--- config.mk ---
export PLATFORM = sky130hd
export DESIGN_NAME = sram_access_ctrl
export DESIGN_NICKNAME = d
export VERILOG_FILES = /design/src/rtl/sram_ctrl_pkg.sv /design/src/rtl/sram_in_reg.sv /design/src/rtl/sram_access_dec.sv /design/src/rtl/sram_bus_ctrl.sv /design/src/rtl/sram_access_ctrl.sv
export SDC_FILE = /design/constraint.sdc
export NUM_CORES = 1
export LEC_CHECK = 0
export ABC_AREA = 1
export BUFFER_PORTS_ARGS = -buffer_cell sky130_fd_sc_hd__buf_4
export CORE_AREA = 5 5 42 44
export CTS_CLUSTER_SIZE = 8
export DETAILED_ROUTE_END_ITERATION = 10
export DIE_AREA = 0 0 47 49
export PLACE_DENSITY_LB_ADDON = 0.12
export SYNTH_ARGS = -nofsm -noshare
export SYNTH_HDL_FRONTEND = slang
export SYNTH_HIERARCHICAL = 1
export SYNTH_SLANG_ARGS = --single-unit
--- constraint.sdc ---
create_clock -name clk_i -period 2.1 [get_ports clk_i]
set_input_delay 0.42 -clock clk_i [delete_from_list [all_inputs] [get_ports clk_i]]
set_output_delay 0.42 -clock clk_i [all_outputs]
set_load 0.1 [all_outputs]
--- src/rtl/sram_ctrl_pkg.sv ---
package sram_ctrl_pkg;
  localparam int unsigned NUM_LANES = 4;
  localparam int unsigned LANE_W    = 8;

  // Sampled controls, converted to active-high
  typedef struct packed {
    logic sel;
    logic adsp;
    logic adsc;
    logic gw;
    logic bwe;
    logic zz;
  } ctrl_t;
endpackage

--- src/rtl/sram_in_reg.sv ---
module sram_in_reg
  import sram_ctrl_pkg::*;
#(
  parameter int unsigned NB = NUM_LANES
) (
  input  logic          clk_i,
  input  logic          rst_ni,
  input  logic          ce1_n_i,
  input  logic          ce2_i,
  input  logic          ce3_n_i,
  input  logic          adsp_n_i,
  input  logic          adsc_n_i,
  input  logic          gw_n_i,
  input  logic          bwe_n_i,
  input  logic [NB-1:0] bw_n_i,
  input  logic          zz_i,
  output ctrl_t         q_o,
  output logic [NB-1:0] bw_q_o
);
  always_ff @(posedge clk_i or negedge rst_ni) begin
    if (!rst_ni) begin
      q_o    <= '0;
      bw_q_o <= '0;
    end else begin
      q_o.sel  <= ~ce1_n_i & ce2_i & ~ce3_n_i;
      q_o.adsp <= ~adsp_n_i;
      q_o.adsc <= ~adsc_n_i;
      q_o.gw   <= ~gw_n_i;
      q_o.bwe  <= ~bwe_n_i;
      q_o.zz   <= zz_i;
      bw_q_o   <= ~bw_n_i;
    end
  end
endmodule

--- src/rtl/sram_access_dec.sv ---
module sram_access_dec
  import sram_ctrl_pkg::*;
#(
  parameter int unsigned NB = NUM_LANES
) (
  input  logic          clk_i,
  input  logic          rst_ni,
  input  ctrl_t         q_i,
  input  logic [NB-1:0] bw_q_i,
  output logic          rd_stb_o,
  output logic          wr_stb_o,
  output logic [NB-1:0] byte_we_o
);
  logic start_p, start_c, wr_req, pend_q, pend_wr;

  assign start_p = q_i.sel & q_i.adsp & ~q_i.zz;
  // processor strobe has priority
  assign start_c = q_i.sel & ~q_i.adsp & q_i.adsc & ~q_i.zz;
  assign wr_req  = q_i.gw | (q_i.bwe & (|bw_q_i));
  assign pend_wr = pend_q & ~start_p & ~start_c & ~q_i.zz & wr_req;

  assign rd_stb_o = start_p | (start_c & ~wr_req);
  assign wr_stb_o = (start_c & wr_req) | pend_wr;

  for (genvar i = 0; i < NB; i++) begin : g_lane
    assign byte_we_o[i] = wr_stb_o & (q_i.gw | (q_i.bwe & bw_q_i[i]));
  end

  always_ff @(posedge clk_i or negedge rst_ni) begin
    if (!rst_ni) pend_q <= 1'b0;
    else         pend_q <= start_p;
  end

  p_we_needs_wr_r11: assert property (@(posedge clk_i) disable iff (!rst_ni)
    (|byte_we_o) |-> wr_stb_o);
  p_gw_full_r6: assert property (@(posedge clk_i) disable iff (!rst_ni)
    (wr_stb_o && q_i.gw) |-> (&byte_we_o));
  p_sleep_idle_r10: assert property (@(posedge clk_i) disable iff (!rst_ni)
    q_i.zz |-> (!rd_stb_o && !wr_stb_o));
  p_deselect_r2: assert property (@(posedge clk_i) disable iff (!rst_ni)
    (!q_i.sel && !pend_q) |-> (!rd_stb_o && !wr_stb_o));
endmodule

--- src/rtl/sram_bus_ctrl.sv ---
module sram_bus_ctrl (
  input  logic clk_i,
  input  logic rst_ni,
  input  logic rd_stb_i,
  input  logic wr_stb_i,
  input  logic oe_n_i,
  input  logic zz_i,
  output logic dq_oe_o
);
  logic data_ph_q;

  always_ff @(posedge clk_i or negedge rst_ni) begin
    if (!rst_ni) data_ph_q <= 1'b0;
    else         data_ph_q <= rd_stb_i;
  end

  // write detection and sleep override output enable
  assign dq_oe_o = data_ph_q & ~oe_n_i & ~wr_stb_i & ~zz_i;

  p_tri_on_write_r9: assert property (@(posedge clk_i) disable iff (!rst_ni)
    wr_stb_i |-> !dq_oe_o);
  p_drive_after_read_r8: assert property (@(posedge clk_i) disable iff (!rst_ni)
    dq_oe_o |-> $past(rd_stb_i));
  p_sleep_tri_r10: assert property (@(posedge clk_i) disable iff (!rst_ni)
    zz_i |-> !dq_oe_o);
endmodule

--- src/rtl/sram_access_ctrl.sv ---
module sram_access_ctrl
  import sram_ctrl_pkg::*;
#(
  parameter int unsigned NB = NUM_LANES
) (
  input  logic          clk_i,
  input  logic          rst_ni,
  input  logic          ce1_n_i,
  input  logic          ce2_i,
  input  logic          ce3_n_i,
  input  logic          adsp_n_i,
  input  logic          adsc_n_i,
  input  logic          gw_n_i,
  input  logic          bwe_n_i,
  input  logic [NB-1:0] bw_n_i,
  input  logic          oe_n_i,
  input  logic          zz_i,
  output logic          rd_stb_o,
  output logic          wr_stb_o,
  output logic [NB-1:0] byte_we_o,
  output logic          dq_oe_o
);
  ctrl_t         q;
  logic [NB-1:0] bw_q;

  sram_in_reg #(.NB(NB)) u_in (
    .clk_i, .rst_ni, .ce1_n_i, .ce2_i, .ce3_n_i, .adsp_n_i, .adsc_n_i,
    .gw_n_i, .bwe_n_i, .bw_n_i, .zz_i, .q_o(q), .bw_q_o(bw_q)
  );

  sram_access_dec #(.NB(NB)) u_dec (
    .clk_i, .rst_ni, .q_i(q), .bw_q_i(bw_q),
    .rd_stb_o, .wr_stb_o, .byte_we_o
  );

  sram_bus_ctrl u_bus (
    .clk_i, .rst_ni, .rd_stb_i(rd_stb_o), .wr_stb_i(wr_stb_o),
    .oe_n_i, .zz_i, .dq_oe_o
  );

  p_reset_quiet_r1: assert property (@(posedge clk_i)
    !rst_ni |-> (!rd_stb_o && !wr_stb_o && byte_we_o == '0 && !dq_oe_o));
  p_rd_wr_excl_r3: assert property (@(posedge clk_i) disable iff (!rst_ni)
    !(rd_stb_o && wr_stb_o));
endmodule

# After elaboration in Yosys (flattened, before gate mapping)
# Cells that the tools add are included.
dict set report word_totals {
  reg_bits 12
  latchBits 0
  mem_bits_rw 0
  rom_bits 0
  inputBits 15
  output_inout_bits 7
  elab_cells 57
  memories 0
}
dict set report op_classes {
  addsub 0
  mul 0
  div 0
  magnitude_cmp 0
  n_eq_ne 0
  shift 0
  muxes 0
  n_bitwise 47
  reduce_logical 1
}
# cell n
set op_table {}
lappend op_table {{1-bit bitwise AND} 25}
lappend op_table {{1-bit NOT} 14}
lappend op_table {{1-bit bitwise OR} 7}
lappend op_table {{4-bit NOT} 1}
lappend op_table {{4-bit OR reduction} 1}

# Depth between registers and ports, before layout
dict set report depth {
  word_depth 12
  ltp_mapped 9
  ltp_nobuf 9
}

# Hierarchy
# The synthesis kept the hierarchy.
# mod n_inst cells_per_inst area_per_inst_um2 seq_area_each_um2
set by_module_without_submodules {}
lappend by_module_without_submodules {sram_in_reg 1 21 294.0 250.2}
lappend by_module_without_submodules {sram_access_dec 1 30 183.9 25.0}
lappend by_module_without_submodules {sram_bus_ctrl 1 7 47.5 25.0}

# Worst setup path after synthesis
# No wires, ideal clock.
dict set report synth_path {
  kind {flip-flop to output port}
  start {reg u_in.bw_q_o[3]}
  end {out dq_oe_o}
  arrival_time_ps 2339
  t_required_ps 1680
  path_slack_ps -659
  path_stages_with_launch 10
  n_path_buf 0
  path_cell_list {dfrtp_1 -> nor2_1 -> nand2_1 -> nand2_1 -> nand2_2 -> nand2_4 -> inv_2 -> inv_1 -> nand2_1 -> nor2_1}
}
dict set report synth_via {
  elab_chain_len 8
  word_cells_on_any_way 9
  classes_between {8 x bitwise; 1 x reduce/logical}
}
# element line
set synth_rtl {}
lappend synth_rtl {{start: declaration} sram_in_reg.sv:18} ;# output logic [NB-1:0] bw_q_o
lappend synth_rtl {{start signal: assignment} sram_in_reg.sv:31} ;# bw_q_o <= ~bw_n_i;
lappend synth_rtl {{4-bit OR reduction *} sram_access_dec.sv:19} ;# assign wr_req = q_i.gw | (q_i.bwe & (|bw_q_i));
lappend synth_rtl {{1-bit bitwise AND *} sram_access_dec.sv:19}
lappend synth_rtl {{1-bit bitwise OR *} sram_access_dec.sv:19}
lappend synth_rtl {{1-bit bitwise AND, on equally long branches} {sram_access_dec.sv:23, sram_access_dec.sv:20}}
lappend synth_rtl {{1-bit bitwise OR *} sram_access_dec.sv:23} ;# assign wr_stb_o = (start_c & wr_req) | pend_wr;
lappend synth_rtl {{net wr_stb_o} sram_access_ctrl.sv:19} ;# output logic wr_stb_o,
lappend synth_rtl {{1-bit NOT *} sram_bus_ctrl.sv:18} ;# assign dq_oe_o = data_ph_q & ~oe_n_i & ~wr_stb_i & ~zz_i;
lappend synth_rtl {{1-bit bitwise AND * (2 in a row)} sram_bus_ctrl.sv:18}
lappend synth_rtl {{end: declaration} sram_access_ctrl.sv:21} ;# output logic dq_oe_o
# Mark *: on every way through the listed nets, which the timed path passes. The rest lies on a longest branch.

# Worst setup path after layout
dict set report layout_path {
  start {reg u_in/q_o[0] in the netlist's numbering}
  end {out byte_we_o[2]}
}
dict set report layout_via {
  elab_chain_len 9
  word_cells_on_any_way 12
  classes_between {12 x bitwise}
}
# element line
set layout_rtl {}
lappend layout_rtl {{start: declaration} sram_in_reg.sv:17} ;# output ctrl_t q_o,
lappend layout_rtl {{1-bit NOT *} {sram_access_dec.sv:16, sram_access_dec.sv:18, sram_access_dec.sv:20}}
lappend layout_rtl {{1-bit bitwise AND} sram_access_dec.sv:16} ;# assign start_p = q_i.sel & q_i.adsp & ~q_i.zz;
lappend layout_rtl {{1-bit NOT} sram_access_dec.sv:20} ;# assign pend_wr = pend_q & ~start_p & ~start_c & ~q_i.zz & wr_req;
lappend layout_rtl {{1-bit bitwise AND (4 in a row)} sram_access_dec.sv:20}
lappend layout_rtl {{1-bit bitwise OR *} sram_access_dec.sv:23}
lappend layout_rtl {{1-bit bitwise AND *} sram_access_dec.sv:26} ;# assign byte_we_o[i] = wr_stb_o & (q_i.gw | (q_i.bwe & bw_q_i[i]));
lappend layout_rtl {{end: declaration} sram_access_ctrl.sv:20} ;# output logic [NB-1:0] byte_we_o,
# Every way passes the cells marked *; elsewhere a longest branch is shown, timed or not.

==> impl_metrics.csv <==
group,metric,value,unit
routing,maxUsedRoutingLayer,"met4",
job,max-cap-violations,0,
clocking,cts_buffers,3,
grt,grtUsageTotal,8.94,%
grt,grt_max_degree,13,
clocking,cts_max_level,1,
worst_setup_path,crit_start,"u_in/q_o[0]",
routing,vias_per_cell,4.14,
routing,drtIter0Drc,2,
synth,synth.area.top_cells,"dfrtp_1, inv_1, nor2_2, nand2_1, a21oi_1",
synth,ys_types,12,
sta,fin_setup_tns,0,ps
clocking,clk_pin_slew,80,ps
floorplanning,start_util,37.5,%
layout,final.fill_count,151,
synth,synth_ff_type,"dfrtp_1",
sta,rsz0062_at_grt,"no",
pwr,power_per_cell_area,614,nW/um2
layout,drive_above_1_share,50.0,%
min_path,holdCritPathClass,"in2reg",
synth,syn-cell-area,526,um2
routing,finalWirelength,923,um
routing,met2_length,490,um
grt,grt.overflow.total,0,
floorplanning,num_rows,14,
routing,first_pass_iters,3,
layout,seq_area,300,um2
worst_setup_path,worst_ep_required_time,1680,ps
synth,synth_most_common_cell,"inv_1",
sta,max-slew-margin-rel,81.5,%
routing,post_drt_wl_per_cell,8.88,um
clocking,cts.sinks,12,
clocking,clk_latency,270,ps
synth,synth-async-reset-ratio,100,%
placement,port_buffers,21,
synth,synth_top_cells_by_count,"inv_1, dfrtp_1, nand2_1, nor2_2, a21oi_1",
run_status,status,"complete, no violations",
worst_setup_path,worstPathMaxFanout,5,
routing,wl_met1,331,um
grt,grt_pass1_wl,1.44,mm
sta,max_freq,0.515,GHz
sta,tightest_slew,279,ps
sta,report.final.setup_viol,0,
routing,vias,431,
floorplanning,dieHeight,49,um
synth,ys_seq_elements,12,
worst_setup_path,critical_path_class,"reg2out",
layout,syn_to_final_growth,52.1,%
sta,layout_min_cycle_time,1940,ps
placement,hpwl,720,um
synth,synth_top_cell_area_share,57.1,%
sta,hold_viol_final,0,
sta,finClkSkew,10.8,ps
layout,finalNonFillerCells,104,
synth,ys_seq_area_share,57.1,%
synth,syn_inst,58,
pwr,peakVddDrop,0.000408,V
routing,dr_wl_met3,88,um
clocking,clockBufferDepth,2,
synth,syn_nets,73,
sta,fin_crit_sh,92.5,%
worst_setup_path,crit_arrival,1520,ps
layout,layout.nets,104,
worst_setup_path,rr_startpoint,"u_in/q_o[0]",
worst_setup_path,end_kind,"output port",
synth,yosys_warnings,6,
synth,synth-edff-count,0,
worst_setup_path,startpoint_type,"flop",
min_path,min-delay-start,"zz_i",
floorplanning,io_pins,22,
synth,synth_area_leader_cell,"dfrtp_1",
clocking,cts_tree,"yes",
grt,antenna_found_initial,0,
routing,drc_errors,0,
layout,post-route-util,57.1,%
layout,n_antenna_cell,0,
floorplanning,coreArea,1400,um2
grt,grt_pass1_vias,389,
synth,syn-mean-instance-area,9.06,um2
floorplanning,fp.dieW,47,um
floorplanning,die-area,2300,um2
layout,multiInputGateArea,165,um2
pwr,leakagePower,0.454,nW
sta,drv_slew,0,
placement,placed_cells,95,
clocking,cts_root_buf,"clkbuf_4",
routing,antenna_left,0,
placement,routabilityCongestion,0.681,
[layout make-up]
cell class	instances	area share (%)
clock buffer	4	4.54
inverter	18	8.45
multi-input combinational	28	20.7
sequential	12	37.6
tap	16	2.50
timing repair buffer	26	26.3
[cells by family after synthesis]
family,count (synthesis),share of synthesized area (%)
DFF,12,57.1
and+or+nand+nor,24,26.2
AOI/OAI and AO/OA,4,3.81
buffers and inverters,18,12.9
[per-layer routing]
| metal | vias up | track usage (%) |
|---|---|---|
| met5 | - | 0 |
| met4 | 0 | 6.91 |
| met3 | 2 | 4.43 |
| met2 | 13 | 12.4 |
| met1 | 195 | 9.93 |
| li1 | 221 | - |
[where the power goes]
part / internal (mW) / total (mW) / switching [mW]
clock network: 0.105 / 0.179 / 0.0738
logic: 0.0289 / 0.0632 / 0.0342
registers: 0.241 / 0.249 / 0.00733
[cells in the final DEF (no fill, tap or decap)]
master         instances
nand3_2                1
inv_2                  2
nand2_4                1
dlygate4sd3_1          1
dfrtp_1               12
nand2_2                3
nand2_1                8
nor2_2                 6
clkbuf_8               1
buf_12                 1
clkbuf_4               3
buf_4                 24
nor2_1                 2
nor2_4                 2
inv_1                 16
a21oi_1                4
nand3b_1               1
[what timing repair did]
action	CTS	global route
hold buffers	1	0
resized for setup	0	3
endpoints found under the hold margin	12	0
buffers inserted	0	4
endpoints found under the setup margin	0	1
[path summary, 6_finish.rpt]
path / end / slack, ps / cells after the start
worst max-delay path: byte_we_o[2] / 160 / 7
worst min-delay path: u_in/q_o[0] / 260 / 1
worst max register to register: u_bus/data_ph_q / 1200 / 4
worst min register to register: u_dec/pend_q / 550 / 2
max in group asynchronous: u_in/bw_q_o[1] / 1430 / 2
min in group asynchronous: u_dec/pend_q / 510 / 2
[stage by stage]
step	cell area, um2	hold slack (ps)	power, mW	setup slack [ps]
after floorplan	533	124	0.284	71.8
after global placement	711	264	0.313	381
after detailed placement	711	264	0.314	362
after CTS	757	253	0.496	63.1
after global routing	800	251	0.514	10.4
final	800	261	0.491	157
[state kept, by name (all words and copies together), names as in the netlist]
signal / cells
u_dec/pend_q: 1
u_in/bw_q_o: 4
u_bus/data_ph_q: 1
u_in/q_o: 6
[worst max-delay path, stage by stage, from the launching register on]
cell     delay (ps)
dfrtp_1         420
nor2_4          130
nand2_2          60
nand2_2          70
nand2_4          70
buf_4           140
nor2_2           80
buf_4           290
No activity file was read; power rests on OpenSTA's default activity.
